## src/rtl/wid_pkg.sv

```systemverilog
package wid_pkg;

    localparam int unsigned DEF_LANES  = 16;
    localparam int unsigned DEF_DIM_W  = 8;
    localparam int unsigned DEF_WAVE_W = 8;
    localparam int unsigned DEF_GRP_W  = 16;

    // Launch sequencing phases
    typedef enum logic [2:0] {
        PH_IDLE,
        PH_SPLIT1,   // item base / sizeX and group id / numX
        PH_SPLIT2,   // quotients / sizeY and / numY
        PH_WALK,     // one lane record per cycle
        PH_FIN       // present mask and group coordinates
    } phase_e;

    // Wrap indications of the coordinate walker
    typedef struct packed {
        logic x_wrap;
        logic y_wrap;
    } carry_t;

    function automatic int unsigned max2(input int unsigned a, input int unsigned b);
        return (a > b) ? a : b;
    endfunction

    function automatic int unsigned lane_bits(input int unsigned n);
        return (n > 1) ? $clog2(n) : 1;
    endfunction

endpackage

```

## src/rtl/wid_subdiv.sv

```systemverilog
module wid_subdiv #(
    parameter int unsigned NUM_W = 16,
    parameter int unsigned DEN_W = 8
) (
    input  logic             clk,
    input  logic             rst,
    input  logic             go,
    input  logic [NUM_W-1:0] num,
    input  logic [DEN_W-1:0] den,
    output logic             fin,
    output logic [NUM_W-1:0] quo,
    output logic [NUM_W-1:0] rem
);
    logic             running;
    logic [NUM_W-1:0] den_q;

    // Repeated subtraction; den is nonzero (clamped by the caller)
    always_ff @(posedge clk) begin
        if (rst) begin
            running <= 1'b0;
            fin     <= 1'b0;
            quo     <= '0;
            rem     <= '0;
            den_q   <= NUM_W'(1);
        end else begin
            fin <= 1'b0;
            if (go) begin
                running <= 1'b1;
                rem     <= num;
                quo     <= '0;
                den_q   <= NUM_W'(den);
            end else if (running) begin
                if (rem >= den_q) begin
                    rem <= rem - den_q;
                    quo <= quo + NUM_W'(1);
                end else begin
                    running <= 1'b0;
                    fin     <= 1'b1;
                end
            end
        end
    end
endmodule

```

## src/rtl/wid_lane_walk.sv

```systemverilog
module wid_lane_walk
    import wid_pkg::*;
#(
    parameter int unsigned LANES = DEF_LANES,
    parameter int unsigned DIM_W = DEF_DIM_W,
    parameter int unsigned G_W   = 12,
    parameter int unsigned TOT_W = 13
) (
    input  logic                           clk,
    input  logic                           rst,
    input  logic                           load,
    input  logic                           step,
    input  logic [DIM_W-1:0]               sx,
    input  logic [DIM_W-1:0]               sy,
    input  logic [TOT_W-1:0]               total,
    input  logic [DIM_W-1:0]               x0,
    input  logic [DIM_W-1:0]               y0,
    input  logic [G_W-1:0]                 z0,
    input  logic [G_W-1:0]                 g0,
    output logic [DIM_W-1:0]               cur_x,
    output logic [DIM_W-1:0]               cur_y,
    output logic [G_W-1:0]                 cur_z,
    output logic [G_W-1:0]                 cur_g,
    output logic [lane_bits(LANES)-1:0]    cur_lane,
    output logic                           cur_on,
    output logic                           last
);
    localparam int unsigned LB = lane_bits(LANES);
    localparam int unsigned EW = DIM_W + 1;

    carry_t cy;

    always_comb begin
        cy.x_wrap = (EW'(cur_x) + EW'(1)) >= EW'(sx);
        cy.y_wrap = (EW'(cur_y) + EW'(1)) >= EW'(sy);
    end

    assign cur_on = TOT_W'(cur_g) < total;
    assign last   = cur_lane == LB'(LANES - 1);

    always_ff @(posedge clk) begin
        if (rst) begin
            cur_x    <= '0;
            cur_y    <= '0;
            cur_z    <= '0;
            cur_g    <= '0;
            cur_lane <= '0;
        end else if (load) begin
            cur_x    <= x0;
            cur_y    <= y0;
            cur_z    <= z0;
            cur_g    <= g0;
            cur_lane <= '0;
        end else if (step) begin
            cur_g    <= cur_g + G_W'(1);
            cur_lane <= cur_lane + LB'(1);
            if (cy.x_wrap) begin
                cur_x <= '0;
                if (cy.y_wrap) begin
                    cur_y <= '0;
                    cur_z <= cur_z + G_W'(1);
                end else begin
                    cur_y <= cur_y + DIM_W'(1);
                end
            end else begin
                cur_x <= cur_x + DIM_W'(1);
            end
        end
    end
endmodule

```

## src/rtl/wid_flat_calc.sv

```systemverilog
module wid_flat_calc #(
    parameter int unsigned DIM_W = 8,
    parameter int unsigned G_W   = 12
) (
    input  logic [DIM_W-1:0] x,
    input  logic [DIM_W-1:0] y,
    input  logic [G_W-1:0]   z,
    input  logic [DIM_W-1:0] sx,
    input  logic [DIM_W-1:0] sy,
    output logic [G_W-1:0]   flat
);
    localparam int unsigned P_W = G_W + 2 * DIM_W;

    // (z*sy + y)*sx + x  ==  z*sx*sy + y*sx + x
    assign flat = G_W'((P_W'(z) * P_W'(sy) + P_W'(y)) * P_W'(sx) + P_W'(x));
endmodule

```

## src/rtl/wid_lane_gen.sv

```systemverilog
module wid_lane_gen
    import wid_pkg::*;
#(
    parameter int unsigned LANES  = DEF_LANES,
    parameter int unsigned DIM_W  = DEF_DIM_W,
    parameter int unsigned WAVE_W = DEF_WAVE_W,
    parameter int unsigned GRP_W  = DEF_GRP_W
) (
    input  logic                                   clk,
    input  logic                                   rst,
    input  logic                                   start,
    input  logic [DIM_W-1:0]                       size_x,
    input  logic [DIM_W-1:0]                       size_y,
    input  logic [WAVE_W+lane_bits(LANES):0]       item_total,
    input  logic [WAVE_W-1:0]                      wave_idx,
    input  logic [GRP_W-1:0]                       grp_id,
    input  logic [DIM_W-1:0]                       grp_cnt_x,
    input  logic [DIM_W-1:0]                       grp_cnt_y,
    output logic                                   busy,
    output logic                                   lane_vld,
    output logic [lane_bits(LANES)-1:0]            lane_idx,
    output logic [DIM_W-1:0]                       lane_x,
    output logic [DIM_W-1:0]                       lane_y,
    output logic [WAVE_W+lane_bits(LANES)-1:0]     lane_z,
    output logic [WAVE_W+lane_bits(LANES)-1:0]     lane_flat,
    output logic                                   lane_on,
    output logic                                   done,
    output logic [LANES-1:0]                       exec_mask,
    output logic [DIM_W-1:0]                       grp_x,
    output logic [DIM_W-1:0]                       grp_y,
    output logic [GRP_W-1:0]                       grp_z
);
    localparam int unsigned LB    = lane_bits(LANES);
    localparam int unsigned G_W   = WAVE_W + LB;
    localparam int unsigned TOT_W = G_W + 1;
    localparam int unsigned DIV_W = max2(G_W, GRP_W);
    localparam int unsigned NDIV  = 2;   // 0: lane path, 1: group path

    phase_e ph;

    // Captured launch values (extents already clamped)
    logic [DIM_W-1:0] sx_q, sy_q, nx_q, ny_q;
    logic [TOT_W-1:0] tot_q;
    logic [G_W-1:0]   g0_q;
    logic [GRP_W-1:0] gid_q;

    // Intermediate results
    logic [DIM_W-1:0] x0_q, wgx_q, wgy_q;
    logic [GRP_W-1:0] wgz_q;
    logic [LANES-1:0] mask_acc;

    // Divider bank
    logic             go;
    logic [NDIV-1:0]  got;
    logic [NDIV-1:0]  fin_bits;
    logic [DIV_W-1:0] num_v [NDIV];
    logic [DIM_W-1:0] den_v [NDIV];
    logic [DIV_W-1:0] quo_v [NDIV];
    logic [DIV_W-1:0] rem_v [NDIV];
    logic             both_fin;

    always_comb begin
        if (ph == PH_SPLIT2) begin
            num_v[0] = quo_v[0];
            den_v[0] = sy_q;
            num_v[1] = quo_v[1];
            den_v[1] = ny_q;
        end else begin
            num_v[0] = DIV_W'(g0_q);
            den_v[0] = sx_q;
            num_v[1] = DIV_W'(gid_q);
            den_v[1] = nx_q;
        end
    end

    for (genvar i = 0; i < NDIV; i++) begin : g_div
        wid_subdiv #(.NUM_W(DIV_W), .DEN_W(DIM_W)) div_i (
            .clk (clk),
            .rst (rst),
            .go  (go),
            .num (num_v[i]),
            .den (den_v[i]),
            .fin (fin_bits[i]),
            .quo (quo_v[i]),
            .rem (rem_v[i])
        );
    end

    assign both_fin = &(got | fin_bits);

    // Coordinate walker
    logic                  walk_load, walk_step, walk_on, walk_last;
    logic [DIM_W-1:0]      walk_x, walk_y;
    logic [G_W-1:0]        walk_z, walk_g, walk_flat;
    logic [LB-1:0]         walk_lane;

    assign walk_load = (ph == PH_SPLIT2) && both_fin;
    assign walk_step = (ph == PH_WALK);

    wid_lane_walk #(.LANES(LANES), .DIM_W(DIM_W), .G_W(G_W), .TOT_W(TOT_W)) walk_i (
        .clk      (clk),
        .rst      (rst),
        .load     (walk_load),
        .step     (walk_step),
        .sx       (sx_q),
        .sy       (sy_q),
        .total    (tot_q),
        .x0       (x0_q),
        .y0       (DIM_W'(rem_v[0])),
        .z0       (G_W'(quo_v[0])),
        .g0       (g0_q),
        .cur_x    (walk_x),
        .cur_y    (walk_y),
        .cur_z    (walk_z),
        .cur_g    (walk_g),
        .cur_lane (walk_lane),
        .cur_on   (walk_on),
        .last     (walk_last)
    );

    wid_flat_calc #(.DIM_W(DIM_W), .G_W(G_W)) flat_i (
        .x    (walk_x),
        .y    (walk_y),
        .z    (walk_z),
        .sx   (sx_q),
        .sy   (sy_q),
        .flat (walk_flat)
    );

    assign busy = (ph != PH_IDLE);

    always_ff @(posedge clk) begin
        if (rst) begin
            ph        <= PH_IDLE;
            go        <= 1'b0;
            got       <= '0;
            sx_q      <= DIM_W'(1);
            sy_q      <= DIM_W'(1);
            nx_q      <= DIM_W'(1);
            ny_q      <= DIM_W'(1);
            tot_q     <= '0;
            g0_q      <= '0;
            gid_q     <= '0;
            x0_q      <= '0;
            wgx_q     <= '0;
            wgy_q     <= '0;
            wgz_q     <= '0;
            mask_acc  <= '0;
            lane_vld  <= 1'b0;
            lane_idx  <= '0;
            lane_x    <= '0;
            lane_y    <= '0;
            lane_z    <= '0;
            lane_flat <= '0;
            lane_on   <= 1'b0;
            done      <= 1'b0;
            exec_mask <= '0;
            grp_x     <= '0;
            grp_y     <= '0;
            grp_z     <= '0;
        end else begin
            go       <= 1'b0;
            lane_vld <= 1'b0;
            done     <= 1'b0;
            unique case (ph)
                PH_IDLE: begin
                    if (start) begin
                        sx_q     <= (size_x == '0) ? DIM_W'(1) : size_x;
                        sy_q     <= (size_y == '0) ? DIM_W'(1) : size_y;
                        nx_q     <= (grp_cnt_x == '0) ? DIM_W'(1) : grp_cnt_x;
                        ny_q     <= (grp_cnt_y == '0) ? DIM_W'(1) : grp_cnt_y;
                        tot_q    <= item_total;
                        g0_q     <= G_W'(wave_idx) * G_W'(LANES);
                        gid_q    <= grp_id;
                        mask_acc <= '0;
                        got      <= '0;
                        go       <= 1'b1;
                        ph       <= PH_SPLIT1;
                    end
                end
                PH_SPLIT1: begin
                    if (both_fin) begin
                        x0_q  <= DIM_W'(rem_v[0]);
                        wgx_q <= DIM_W'(rem_v[1]);
                        got   <= '0;
                        go    <= 1'b1;
                        ph    <= PH_SPLIT2;
                    end else begin
                        got <= got | fin_bits;
                    end
                end
                PH_SPLIT2: begin
                    if (both_fin) begin
                        wgy_q <= DIM_W'(rem_v[1]);
                        wgz_q <= GRP_W'(quo_v[1]);
                        got   <= '0;
                        ph    <= PH_WALK;
                    end else begin
                        got <= got | fin_bits;
                    end
                end
                PH_WALK: begin
                    lane_vld  <= 1'b1;
                    lane_idx  <= walk_lane;
                    lane_x    <= walk_x;
                    lane_y    <= walk_y;
                    lane_z    <= walk_z;
                    lane_flat <= walk_flat;
                    lane_on   <= walk_on;
                    mask_acc[walk_lane] <= walk_on;
                    if (walk_last) begin
                        ph <= PH_FIN;
                    end
                end
                PH_FIN: begin
                    done      <= 1'b1;
                    exec_mask <= mask_acc;
                    grp_x     <= wgx_q;
                    grp_y     <= wgy_q;
                    grp_z     <= wgz_q;
                    ph        <= PH_IDLE;
                end
                default: ph <= PH_IDLE;
            endcase
        end
    end

    // walk_g feeds the live test inside the walker; keep it visible here too
    logic unused_g;
    assign unused_g = ^walk_g;
endmodule

```

## config.mk

```make
export PLATFORM = sky130hd
export DESIGN_NAME = wid_lane_gen
export DESIGN_NICKNAME = d
export VERILOG_FILES = /design/src/rtl/wid_pkg.sv /design/src/rtl/wid_subdiv.sv /design/src/rtl/wid_lane_walk.sv /design/src/rtl/wid_flat_calc.sv /design/src/rtl/wid_lane_gen.sv
export SDC_FILE = /design/constraint.sdc
export NUM_CORES = 1
export LEC_CHECK = 0
export BUFFER_PORTS_ARGS = -buffer_cell sky130_fd_sc_hd__buf_4
export CAP_MARGIN = 10
export CORE_ASPECT_RATIO = 1.4
export CORE_MARGIN = 2
export CORE_UTILIZATION = 31
export CTS_CLUSTER_SIZE = 8
export DETAILED_ROUTE_END_ITERATION = 6
export HOLD_SLACK_MARGIN = 0.03
export PLACE_DENSITY_LB_ADDON = 0.05
export SLEW_MARGIN = 20
export SYNTH_ARGS = -nofsm -noshare
export SYNTH_HDL_FRONTEND = slang
export SYNTH_SLANG_ARGS = --single-unit
```

## constraint.sdc

```tcl
create_clock -name clk -period 11.4 [get_ports clk]
set_input_delay 0.57 -clock clk [delete_from_list [all_inputs] [get_ports clk]]
set_output_delay 0.57 -clock clk [all_outputs]
set_load 0.02 [all_outputs]
```

==> out/metrics.yaml <==
drive_above_1_share_pct: 10.4
dp_hpwl_microns: 48000
grt.total_usage_pct: 19.8
drv_slew: 0
ant_nets: 0
cts_buffers: 50
clockBufferDepth: 3
fp-row-count: 110
max_slew_margin_pct: 29.5
worst_clock_skew_ps: 33.3
viasPerCell: 5.00
p_leak_nw: 9.01
area_growth_pct: 15.9
crit_type: "flip-flop to flip-flop"
timing.final.hold_violations: 0
finalCritPeriodShare_pct: 68.9
pin_count: 168
final_nets: 2909
grt-ovfl-total: 0
die-area_sq_um: 67300
drc: 0
grt_setup_unrepaired: "no"
drt_iter0_drc: 874
gp_routability_congestion: 0.814
synth-edff-count: 0
placed_area_sq_um: 22100
num_vias: 17500
antenna_found_initial: 1
first_pass_iters: 6
status: "complete, no violations"
core_sq_um: 64400
path_clk_slew_ps: 50
async_flop_share_pct: 0
synth_nets: 2830
synth_cell_types: 78
dieHeight_microns: 306
maxCapViolations: 0
clock-sinks: 354
slowest_stage: "fa_1"
dp.cells: 3436
grt_pass1_wl_microns: 103000
cts-root-buf: "clkbuf_16"
arrival_ps: 8380
final_cells: 3494
tns_ps: 0
post-cts-setup-buffer-count: 0
netlist_area_sq_um: 20200
totalWireLength_microns: 66300
period_minus_slack_ps: 7860
grt_max_degree: 94
tightest_slew_ps: 1050
htreeDepth: 2
io_buffers: 167
final.fill_count: 6870
start_kind: "flip-flop"
cp.required_ps: 11920
synth_seq_cells: 354
chipWidth_microns: 220
finalSetupViolCount: 0
hold_buffers: 0
ys_warn_count: 0
synth_area_per_cell_sq_um: 7.86
syn_inst: 2569
power_density_nw_per_um2: 129
ir_worst_vdd_mv: 0.123
wl_per_cell_microns: 19.0
clk_latency_ps: 610
worstPathMaxFanout: 14
cpPeakStageDelay_ps: 590
yosysSeqAreaShare_pct: 35.1
finish.instance_area_sq_um: 23400
cts_tree: "built"
end_kind: "flip-flop"
start_util_pct: 31.4
synth_flop_cell: "dfxtp_1"
fmax_mhz: 127
postCtsResizedCells: 0
grt_pass1_vias: 17900
hp-class: "input pin to flip-flop"
[cell usage after synthesis (all sizes together), types with 30 or more instances]
cell / instances / area [sq um]
xnor2: 54 / 473
dfxtp: 354 / 7090
nor2: 134 / 505
ha: 101 / 1260
nand2: 617 / 2320
buf: 30 / 155
inv: 202 / 758
o21ai: 73 / 369
a21oi: 250 / 1260
fa: 88 / 1760
xor2: 38 / 333
and2: 66 / 413
a311oi: 38 / 333
nor3: 50 / 265
nand3: 83 / 415
clkbuf: 131 / 493
[critical path, delay by kind of cell, from the launching register on]
family	cells	cell delay (ps)
buf+inv	7	350
fa+ha+maj	9	4040
flops	1	480
compound gates	4	760
xor+xnor	7	1490
simple gates	4	700
[power breakdown]
group | switching (W) | internal, W
sequential | 0.0000501 | 0.00127
clock | 0.000568 | 0.000790
combinational | 0.000211 | 0.000127
total | 0.000829 | 0.00219
[kinds of logic after synthesis]
logic type | synth area share, %
buf+inv | 6.98
mux | 0.452
compound gates | 14.2
xor+xnor | 4.32
flops | 35.1
simple gates | 24.0
fa+ha+maj | 15.0
[cell usage in the layout (no fill, tap or decap), types with 11 or more instances in the layout]
cell type and n:
a211oi_1 19, a21o_1 15, a21oi_1 248, a311oi_1 38, and2_1 63, and3_1 22, buf_4 187, clkbuf_16 50
dfxtp_1 353, fa_1 88, ha_1 101, inv_1 200, nand2_1 614, nand2b_1 11, nand3_1 83, nand4_1 25
nor2_1 131, nor2b_1 20, nor3_1 47, nor4_1 12, o21ai_0 61, o21ai_1 11, o31ai_1 11, or4_1 12
xnor2_1 54, xor2_1 38
[path summary, 6_finish.rpt]
kind,startpoint,end,slack [ps],cells after the start
worst max-delay path,walk_i.cur_z[3],lane_flat[11],3540,31
worst min-delay path,grp_id[13],gid_q[13],220,3
worst max register to register,walk_i.cur_z[3],lane_flat[11],3540,31
worst min register to register,wgz_q[14],grp_z[14],450,2
[layer usage]
layer  global-route usage, %  part of all wire (%)
met5                       0                     0
met4                    8.71                   4.6
met3                    3.18                   4.0
met2                    36.3                    51
met1                    22.3                    40
[layout make-up]
class	count	area [sq um]	share of cell area (%)
clock inverter	3	76.3	0.326
clock buffer	54	1290	5.49
multi-input combinational	1851	11700	50.1
timing repair buffer	188	1420	6.06
antenna	1	2.50	0.0107
sequential	354	7090	30.3
tap	840	1050	4.49
inverter	203	762	3.25
[sequential cells by signal, summed over array words and instances (netlist names), 12 cells and up]
| signal | flops |
|---|---|
| mask_acc | 16 |
| walk_i.cur_g | 12 |
| grp_z | 16 |
| tot_q | 13 |
| wgz_q | 16 |
| g_div.div_i.rem | 32 |
| g_div.div_i.den_q | 16 |
| g_div.div_i.quo | 32 |
| exec_mask | 16 |
| walk_i.cur_z | 12 |
| gid_q | 16 |
| lane_flat | 12 |
| lane_z | 12 |
[per-stage QoR]
step / util [%] / total power, W / hold slack (ps) / worst slack [ps]
after floorplan: - / 0.00157 / 427 / 3880
after global placement: 34.2 / 0.00169 / 443 / 3550
after detailed placement: 34.2 / 0.00169 / 447 / 3460
after CTS: 36.4 / 0.00308 / 176 / 3490
after global routing: 36.4 / 0.00316 / 195 / 3090
final: 36.4 / 0.00302 / 217 / 3540
Power figures use the tool's default switching activity.
